--- src/rtl/walker_pkg.sv ---
package walker_pkg;
  localparam int BYTE_W = 8;
  localparam int IDX_W  = 6;

  // header byte 1 field positions (decoded by neighbours)
  localparam int HDR_TYPE_BIT = 7;
  localparam int HDR_DIS_BIT  = 6;
  // port record byte 2 field positions
  localparam int PB2_LINK_BIT = 4;
  localparam int PB2_DUAL_BIT = 7;

  typedef enum logic [2:0] {
    W_IDLE,
    W_CHECK,
    W_LEN,
    W_HDR,
    W_B2,
    W_B3,
    W_EMIT
  } walk_state_e;

  typedef struct packed {
    logic              is_port;
    logic [IDX_W-1:0]  index;
    logic              disabled;
    logic              link;
    logic              has_dual;
    logic [IDX_W-1:0]  dual_port;
    logic [BYTE_W-1:0] pay_len;
  } entry_fields_t;
endpackage

--- src/rtl/walker_hop_check.sv ---
module walker_hop_check
  import walker_pkg::*;
#(
  parameter int AW = 16
) (
  input  logic [AW-1:0]     pos,
  input  logic [AW-1:0]     end_pos,
  input  logic [BYTE_W-1:0] len,
  output logic              at_end,
  output logic              tail_hit,
  output logic              len_bad,
  output logic [AW-1:0]     next_pos
);
  localparam int XW = AW + 1;

  logic [XW-1:0] pos_x;
  logic [XW-1:0] end_x;
  logic [XW-1:0] len_x;
  logic [XW-1:0] pos_plus_one;
  logic [XW-1:0] pos_plus_len;

  always_comb begin
    pos_x        = {1'b0, pos};
    end_x        = {1'b0, end_pos};
    len_x        = {{(XW-BYTE_W){1'b0}}, len};
    pos_plus_one = pos_x + {{(XW-1){1'b0}}, 1'b1};
    pos_plus_len = pos_x + len_x;
    at_end       = (pos_x >= end_x);
    tail_hit     = (pos_plus_one == end_x);
    len_bad      = (len == '0) || (pos_plus_len > end_x);
    next_pos     = pos_plus_len[AW-1:0];
  end
endmodule

--- src/rtl/walker_hdr_decode.sv ---
module walker_hdr_decode
  import walker_pkg::*;
(
  input  logic [BYTE_W-1:0] len,
  input  logic [BYTE_W-1:0] hdr,
  input  logic              b2_link,
  input  logic              b2_dual,
  input  logic [IDX_W-1:0]  b3_port,
  input  logic              full,
  output entry_fields_t     fields
);
  always_comb begin
    fields.is_port   = hdr[HDR_TYPE_BIT];
    fields.index     = hdr[IDX_W-1:0];
    fields.disabled  = hdr[HDR_TYPE_BIT] & hdr[HDR_DIS_BIT];
    fields.link      = full ? b2_link : 1'b0;
    fields.has_dual  = full ? b2_dual : 1'b0;
    fields.dual_port = full ? b3_port : '0;
    fields.pay_len   = (len < BYTE_W'(2)) ? '0 : (len - BYTE_W'(2));
  end
endmodule

--- src/rtl/walker_out_slice.sv ---
module walker_out_slice
  import walker_pkg::*;
#(
  parameter int AW = 16
) (
  input  logic          clk,
  input  logic          rst_n,
  input  logic          load,
  input  entry_fields_t f_in,
  input  logic [AW-1:0] ps_in,
  input  logic          ready,
  output logic          valid,
  output entry_fields_t f_out,
  output logic [AW-1:0] ps_out,
  output logic          accept
);
  assign accept = valid & ready;

  always_ff @(posedge clk or negedge rst_n) begin
    if (!rst_n) begin
      valid  <= 1'b0;
      f_out  <= '0;
      ps_out <= '0;
    end else if (load) begin
      valid  <= 1'b1;
      f_out  <= f_in;
      ps_out <= ps_in;
    end else if (accept) begin
      valid  <= 1'b0;
    end
  end
endmodule

--- src/rtl/rom_entry_walker.sv ---
module rom_entry_walker
  import walker_pkg::*;
#(
  parameter int AW       = 16,
  parameter int PORT_LEN = 8
) (
  input  logic              clk,
  input  logic              rst_n,
  input  logic              start,
  input  logic [AW-1:0]     start_pos,
  input  logic [AW-1:0]     end_pos,
  input  logic [IDX_W-1:0]  max_port,
  output logic              rd_en,
  output logic [AW-1:0]     rd_addr,
  input  logic [BYTE_W-1:0] rd_data,
  output logic              ent_valid,
  input  logic              ent_ready,
  output logic              ent_is_port,
  output logic [IDX_W-1:0]  ent_index,
  output logic              ent_disabled,
  output logic              ent_link,
  output logic              ent_has_dual,
  output logic [IDX_W-1:0]  ent_dual_port,
  output logic [AW-1:0]     ent_pay_start,
  output logic [BYTE_W-1:0] ent_pay_len,
  output logic              busy,
  output logic              done,
  output logic              err,
  output logic              err_len
);
  localparam logic [BYTE_W-1:0] PLEN = BYTE_W'(PORT_LEN);

  walk_state_e       state;
  logic [AW-1:0]     pos_q;
  logic [AW-1:0]     end_q;
  logic [BYTE_W-1:0] len_q;
  logic [BYTE_W-1:0] hdr_q;
  logic              b2_link_q;
  logic              b2_dual_q;
  logic              done_q;
  logic              err_q;
  logic              err_len_q;

  logic              at_end;
  logic              tail_hit;
  logic              len_bad;
  logic [AW-1:0]     next_pos;

  logic [BYTE_W-1:0] hdr_sel;
  logic              full_dec;
  entry_fields_t     dec_fields;
  entry_fields_t     out_fields;
  logic              load;
  logic              accept;
  logic [1:0]        rd_off;

  logic              hdr_port;
  logic              hdr_dis;
  logic              hdr_oor;
  logic              hdr_len_ok;

  walker_hop_check #(.AW(AW)) u_hop (
    .pos      (pos_q),
    .end_pos  (end_q),
    .len      (len_q),
    .at_end   (at_end),
    .tail_hit (tail_hit),
    .len_bad  (len_bad),
    .next_pos (next_pos)
  );

  assign hdr_sel  = (state == W_HDR) ? rd_data : hdr_q;
  assign full_dec = (state == W_B3);

  walker_hdr_decode u_dec (
    .len     (len_q),
    .hdr     (hdr_sel),
    .b2_link (b2_link_q),
    .b2_dual (b2_dual_q),
    .b3_port (rd_data[IDX_W-1:0]),
    .full    (full_dec),
    .fields  (dec_fields)
  );

  // classification of the header byte arriving in W_HDR
  assign hdr_port   = rd_data[HDR_TYPE_BIT];
  assign hdr_dis    = rd_data[HDR_DIS_BIT];
  assign hdr_oor    = rd_data[IDX_W-1:0] > max_port;
  assign hdr_len_ok = (len_q == PLEN);

  // load the output slice for generic, disabled-port and decoded-port records
  always_comb begin
    load = 1'b0;
    if (state == W_HDR && !len_bad) begin
      if (!hdr_port)                 load = 1'b1;
      else if (!hdr_oor && hdr_dis)  load = 1'b1;
    end else if (state == W_B3) begin
      load = 1'b1;
    end
  end

  // read requests: one per byte, address = position + byte offset
  always_comb begin
    rd_en  = 1'b0;
    rd_off = 2'd0;
    unique case (state)
      W_CHECK: begin
        rd_en  = !at_end && !tail_hit;
        rd_off = 2'd0;
      end
      W_LEN: begin
        rd_en  = 1'b1;
        rd_off = 2'd1;
      end
      W_HDR: begin
        rd_en  = !len_bad && hdr_port && !hdr_oor && !hdr_dis && hdr_len_ok;
        rd_off = 2'd2;
      end
      W_B2: begin
        rd_en  = 1'b1;
        rd_off = 2'd3;
      end
      default: begin
        rd_en  = 1'b0;
        rd_off = 2'd0;
      end
    endcase
  end

  assign rd_addr = pos_q + {{(AW-2){1'b0}}, rd_off};

  always_ff @(posedge clk or negedge rst_n) begin
    if (!rst_n) begin
      state     <= W_IDLE;
      pos_q     <= '0;
      end_q     <= '0;
      len_q     <= '0;
      hdr_q     <= '0;
      b2_link_q <= 1'b0;
      b2_dual_q <= 1'b0;
      done_q    <= 1'b0;
      err_q     <= 1'b0;
      err_len_q <= 1'b0;
    end else begin
      done_q <= 1'b0;
      err_q  <= 1'b0;
      unique case (state)
        W_IDLE: begin
          if (start) begin
            pos_q <= start_pos;
            end_q <= end_pos;
            state <= W_CHECK;
          end
        end
        W_CHECK: begin
          if (at_end) begin
            done_q <= 1'b1;
            state  <= W_IDLE;
          end else if (tail_hit) begin
            err_q     <= 1'b1;
            err_len_q <= 1'b0;
            state     <= W_IDLE;
          end else begin
            state <= W_LEN;
          end
        end
        W_LEN: begin
          len_q <= rd_data;
          state <= W_HDR;
        end
        W_HDR: begin
          hdr_q <= rd_data;
          if (len_bad) begin
            err_q     <= 1'b1;
            err_len_q <= 1'b0;
            state     <= W_IDLE;
          end else if (!hdr_port) begin
            state <= W_EMIT;
          end else if (hdr_oor) begin
            pos_q <= next_pos;
            state <= W_CHECK;
          end else if (hdr_dis) begin
            state <= W_EMIT;
          end else if (!hdr_len_ok) begin
            err_q     <= 1'b1;
            err_len_q <= 1'b1;
            state     <= W_IDLE;
          end else begin
            state <= W_B2;
          end
        end
        W_B2: begin
          b2_link_q <= rd_data[PB2_LINK_BIT];
          b2_dual_q <= rd_data[PB2_DUAL_BIT];
          state     <= W_B3;
        end
        W_B3: begin
          state <= W_EMIT;
        end
        W_EMIT: begin
          if (accept) begin
            pos_q <= next_pos;
            state <= W_CHECK;
          end
        end
        default: state <= W_IDLE;
      endcase
    end
  end

  walker_out_slice #(.AW(AW)) u_out (
    .clk    (clk),
    .rst_n  (rst_n),
    .load   (load),
    .f_in   (dec_fields),
    .ps_in  (pos_q + AW'(2)),
    .ready  (ent_ready),
    .valid  (ent_valid),
    .f_out  (out_fields),
    .ps_out (ent_pay_start),
    .accept (accept)
  );

  assign ent_is_port   = out_fields.is_port;
  assign ent_index     = out_fields.index;
  assign ent_disabled  = out_fields.disabled;
  assign ent_link      = out_fields.link;
  assign ent_has_dual  = out_fields.has_dual;
  assign ent_dual_port = out_fields.dual_port;
  assign ent_pay_len   = out_fields.pay_len;

  assign busy    = (state != W_IDLE);
  assign done    = done_q;
  assign err     = err_q;
  assign err_len = err_len_q;
endmodule

--- config.mk ---
export PLATFORM = sky130hd
export DESIGN_NAME = rom_entry_walker
export DESIGN_NICKNAME = d
export VERILOG_FILES = /design/src/rtl/walker_pkg.sv /design/src/rtl/walker_hop_check.sv /design/src/rtl/walker_hdr_decode.sv /design/src/rtl/walker_out_slice.sv /design/src/rtl/rom_entry_walker.sv
export SDC_FILE = /design/constraint.sdc
export NUM_CORES = 1
export LEC_CHECK = 0
export BUFFER_PORTS_ARGS = -buffer_cell sky130_fd_sc_hd__buf_2
export CORE_UTILIZATION = 40
export DETAILED_ROUTE_END_ITERATION = 10
export HOLD_SLACK_MARGIN = 0.06
export PLACE_DENSITY = 0.71
export SLEW_MARGIN = 10
export SYNTH_ARGS = -nofsm -noshare
export SYNTH_HDL_FRONTEND = slang
export SYNTH_SLANG_ARGS = --single-unit
--- constraint.sdc ---
create_clock -name clk -period 13.3 [get_ports clk]
set_input_delay 3.99 -clock clk [delete_from_list [all_inputs] [get_ports clk]]
set_output_delay 3.99 -clock clk [all_outputs]
set_load 0.02 [all_outputs]
* Yosys cells after proc, flatten, opt, wreduce, memory -nomap -nowiden
Index checks and enable logic that the tools add are counted.
** Word-level totals
- Register bits after elaboration :: 97
- Output and inout bits :: 62
- Logic and storage cells :: 120
- Bits of input ports :: 50
** Cells by class
- Add/sub/neg operators :: 5
- Eq/ne operators :: 19
- Mux-type cells :: 47
- Magnitude comparators :: 4
- Reduce and logical (&&, ||, !) cells :: 24
- Bitwise gates (word level) :: 2
** Operators with widths (count)
- $mux 16 :: 5
- $pmux 16 s3 :: 1
- $mux 1 :: 24
- $mux 3 :: 7
- $pmux 3 s7 :: 1
- $add 16x1->17 const B :: 1
- $add 16x8->17 :: 1
- $eq 17x16->1 :: 1
- $gt 17x16->1 :: 1
- $add 16x2->16 :: 1
- $add 16x2->16 const B :: 1
- $ge 16x16->1 :: 1
- $mux 8 :: 2
- $ne 2x2->1 const B :: 7
- $ne 3x3->1 const B :: 4
- $eq 3x3->1 const B :: 3
- $eq 8x4->1 const B :: 1
- $logic_not 8->1 :: 1
- $lt 8x2->1 const B :: 1
- $sub 8x2->8 const B :: 1
- $logic_and 1x1->1 :: 7
- $reduce_and 7->1 :: 1
- $eq 3x2->1 const B :: 2
- $gt 6x6->1 :: 1
- 15 further kinds :: 25

* Depth between registers and ports, before layout
- Word-level depth :: 9
- Mapped depth :: 17
- Mapped depth without buffers :: 15

* By module
Synthesis repeated with hierarchy kept, for this count alone.
** Unflattened totals
- Cells, all modules :: 648
- Area total of the unflattened synthesis :: 7015.5 µm²
** Modules (own cells, without submodules)
- rom_entry_walker :: area an instance 3299.4 µm², cells each 286, times used 1, sequential area each 1401.3 µm²
- walker_out_slice :: area an instance 1731.7 µm², cells each 89, times used 1, sequential area each 1026.0 µm²
- walker_hop_check :: area an instance 1714.1 µm², cells each 231, times used 1, sequential area each 0.0 µm²
- walker_hdr_decode :: area an instance 270.3 µm², cells each 42, times used 1, sequential area each 0.0 µm²

* Worst setup path before layout
Ideal clock, no wire load.
- Kind :: input to output
- Start point :: in max_port[1]
- End point :: out rd_en
- Required time :: 9310 ps
- Buffers on the path :: 0
- Arrival time :: 5349 ps
- Cell stages on the path :: 8
- Setup slack :: 3961 ps
- Cells stage by stage :: inv_1 ha_1 nor2b_1 o31ai_1 a21oi_1 nor4_1 nand4_1 o211ai_1
** On the way
- Word-level cells in the longest chain between the ends :: 6
** RTL lines
- from (decl) :: line rom_entry_walker.sv:12 : input logic [IDX_W-1:0] max_port,
- $gt 6x6->1 :: line rom_entry_walker.sv:88 : assign hdr_oor = rd_data[IDX_W-1:0] > max_port;
- $logic_not 1->1 :: line rom_entry_walker.sv:116 : rd_en = !len_bad && hdr_port && !hdr_oor && !hdr_dis && hdr_len_ok;
- $logic_and 1x1->1 (3 in series) :: line rom_entry_walker.sv:116
- $pmux 1 s3 :: line rom_entry_walker.sv:106 : unique case (state)
- to (decl) :: line rom_entry_walker.sv:13 : output logic rd_en,
No other way between the ends.

* Worst setup path after layout
- Start point :: in rd_data[1]
- End point :: out rd_en
** On the way
- Word-level cells in the longest chain between the ends :: 6
** RTL lines
- from (decl) :: line rom_entry_walker.sv:15 : input logic [BYTE_W-1:0] rd_data,
- $gt 6x6->1 :: line rom_entry_walker.sv:88
- $logic_not 1->1 :: line rom_entry_walker.sv:116
- $logic_and 1x1->1 (3 in series) :: line rom_entry_walker.sv:116
- $pmux 1 s3 :: line rom_entry_walker.sv:106
No other way between the ends.

==> metrics <==
status=completed; cell-internal power=1180 uW; PwrDens=309 nW/um^2; Slew Viols, Final=0; Async S/R FF share, synth=100%; worst skew pair latency=0.37 ns; Syn Nets=820; dpl ws=3.67 ns; CP Buf/Inv Count=2; Die ar.=17400 um^2; largest net degree at the start of global routing=69; Setup CP Type=input port to primary output; # DRC=0; Hold/Removal Path Class=flop to flop; worst path cell trace=buf_2, ha_1, nor2b_1, o31ai_1, a21oi_1, nor4_1, nand4_1, o211ai_1, buf_2; Worst-path clk slew=0.07 ns; WP data arrival=5.66 ns; IR drop worst, VDD=0.138 mV; DP Wirelength=14.2 mm; Antenna Nets Post-Route=0; power consumption=2400 uW; PortBufs=111; site row count=47; Crit Path Max Fanout=7; max incr delay on CP=0.28 ns; H-tree Lvls=3; RSZ-0062 raised after global routing=no; storage element area=2430 um^2; ys flop type=dfrtp_1; CTS tree=done; Final Setup Violations=0; worst reg2reg endpoint=u_out.ps_out[6]; post-CTS setup buffers=0; CTS sink cnt=97; crit end category=primary output; Initial Util=40.7%; Synth Register Bits=97; min-delay src=hdr_q[4]; Core Box Area=16500 um^2; first-pass GRT wire length=30.2 mm; area of the multi-input gates=4000 um^2; WL final=19.0 mm; root buffer cell=clkbuf_16; Required @ worst endpoint=9.31 ns; DR pass1 iterations=5; Clock Power Share=11.1%; io pins=112; die width=132 um; Sw Ratio=50.6%; Worst R2R Start=pos_q[0]; Worst-Margin Slew=0.903 ns; Comb pwr share=61.9%; Final TNS setup=0 ns; Max-Cap Viols=0; via count=5787; Crit path top cell by count=buf_2; initial detailed-routing violation count=516; Tot GR Track Use=22.5%; share of the yosys chip area belonging to registers=36.1%; final worst slack=3.65 ns; CTS hold repair buffers=0; Area Growth Syn to Fin=15.3%; LEAKAGE=0.00360 uW; Layout Skew=0.00995 ns; Nets=914; fin crit period=9.65 ns; FF-to-FF path depth=15; # resized after CTS=0; startpoint types=input port; routability cong.=0.924; Routed WL per cell=18.3 um; Crit path depth=9; EDFF count, synth=0; Core Util, Final=47.0%; Fin. Hold Viols=0; top-area cell type share of the netlist area=36.1%; Hold Path Stages=2; Post-Syn Area=6730 um^2; Psw=1210 uW; Hold EP=hdr_q[4]; R2R Setup Slk=7.90 ns; final worst-path cycle share=72.6%; initial antenna violation count=1; Max clock buf depth=2; layout cell share with drive strength beyond 1=19.1%; Fill cells=1589; CP max-delay cell=ha_1; Ys Warns=0; Max-slew headroom=39.8%; Crit path max-delay family=compound AO/OA/AOI/OAI gates; Num CTS Buffers=9; top cells by area, synth=dfrtp_1 (36%), ha_1 (9.5%), mux2_1 (5.7%); top cell type by total area after synthesis=dfrtp_1; number of global-route vias before repair=5385; sequential group share of total power=27.0%; cells after synthesis=717; post-synth cell types=74; Die Y-Extent=132 um; GRT overflow=0; Syn Area/Cell=9.39 um^2; vias per inst=5.58; Max Clk Rate=104 MHz
## cells in the final DEF (no fill, tap or decap), types with 4 or more instances in the layout
cell type and n:
inv_1 42, nor4_1 6, a21oi_1 25, xnor2_1 40, nor2_1 39, a21o_1 10, and4_1 6, mux2i_1 10
buf_2 110, nor3_1 14, buf_4 7, and3_1 4, and2_1 5, a211oi_1 7, nand4_1 17, xor2_1 19
ha_1 51, mux2_1 34, nand2_1 86, nand2b_1 9, dfrtp_1 97, nand3_1 10, o21ai_0 39, o32ai_1 4
a211o_1 4, a22o_1 9, mux2_2 12, clkbuf_16 9, nor2b_1 6, o31ai_1 6, o22ai_1 6, o21a_1 4
## how the worst max path moves through the flow
stage            end  slack, ns   startpoint
2_1_floorplan  rd_en       3.96  max_port[1]
3_3_place_gp   rd_en       3.72   rd_data[1]
3_5_place_dp   rd_en       3.67   rd_data[1]
4_1_cts        rd_en       3.66   rd_data[1]
5_1_grt        rd_en       3.47  max_port[1]
6_report       rd_en       3.65   rd_data[1]
## power by group through the flow
stage,Sequential (uW),Combinational (uW),Clock [uW]
floorplan,617,1070,0
global placement,640,1440,0
detailed placement,646,1460,0
CTS,643,1470,271
global route,671,1640,282
finish,647,1480,265
## stage by stage
stage / std cells / cell area, um^2 / hold slack, ns
after floorplan: 717 / 6730 / 0.434
after global placement: 1020 / 7470 / 0.449
after detailed placement: 1020 / 7470 / 0.457
after CTS: 1036 / 7760 / 0.479
after global routing: 1037 / 7760 / 0.497
final: 1037 / 7760 / 0.472
## cells in the mapped netlist, types with 7 or more instances
cell       n
nand4_1   17
o21ai_0   39
xor2_1    19
nand3_1   10
mux2_1    34
xnor2_1   40
a211oi_1   7
nor2_1    40
dfrtp_1   97
nand2_1   86
buf_2     11
mux2i_1   10
clkbuf_1  17
ha_1      51
a21o_1    10
a21oi_1   25
a22o_1     9
mux2_2    12
nor3_1    14
inv_1     42
nand2b_1   9
## sequential cells by signal, summed over array words and instances, names as in the netlist, 3 cells and up
signal and flops:
len_q 8, u_out.f_out 24, u_out.ps_out 16, end_q 16, pos_q 16, state 3, hdr_q 8
## metal layers
layer / global-route usage [%] / wire, um / vias to the layer above / part of all wire [%]
li1: - / - / 2780 / -
met1: 33.3 / 8860 / 2767 / 47
met2: 33.0 / 8330 / 215 / 44
met3: 4.15 / 1420 / 25 / 7.5
met4: 7.30 / 340 / 0 / 1.8
met5: 0 / 0 / - / 0
## logic make-up after synthesis
group                    after synthesis  synth area share, %
flip-flops                            97                 36.1
AND/OR/NAND/NOR                      221                 16.1
multiplexers                          56                 9.18
buffers and inverters                 76                 4.66
adder cells (fa/ha/maj)               53                 10.1
XOR/XNOR                              59                 7.68
AO/OA/AOI/OAI                        155                 16.3
## cell type report
class,instances,share of cell area [%]
well taps,220,3.54
clock buffers,10,3.08
clock inverters,6,0.741
flip-flops and latches,97,31.3
multi-input cells,544,51.5
repair buffers,117,7.77
inverters,42,2.03
diodes,1,0.0322
## worst min-delay path, delay by kind of cell, from the launching register on
family | cells | cell delay [ns]
simple gates | 2 | 0.11
flops | 1 | 0.32
Power figures use the tool's default switching activity.
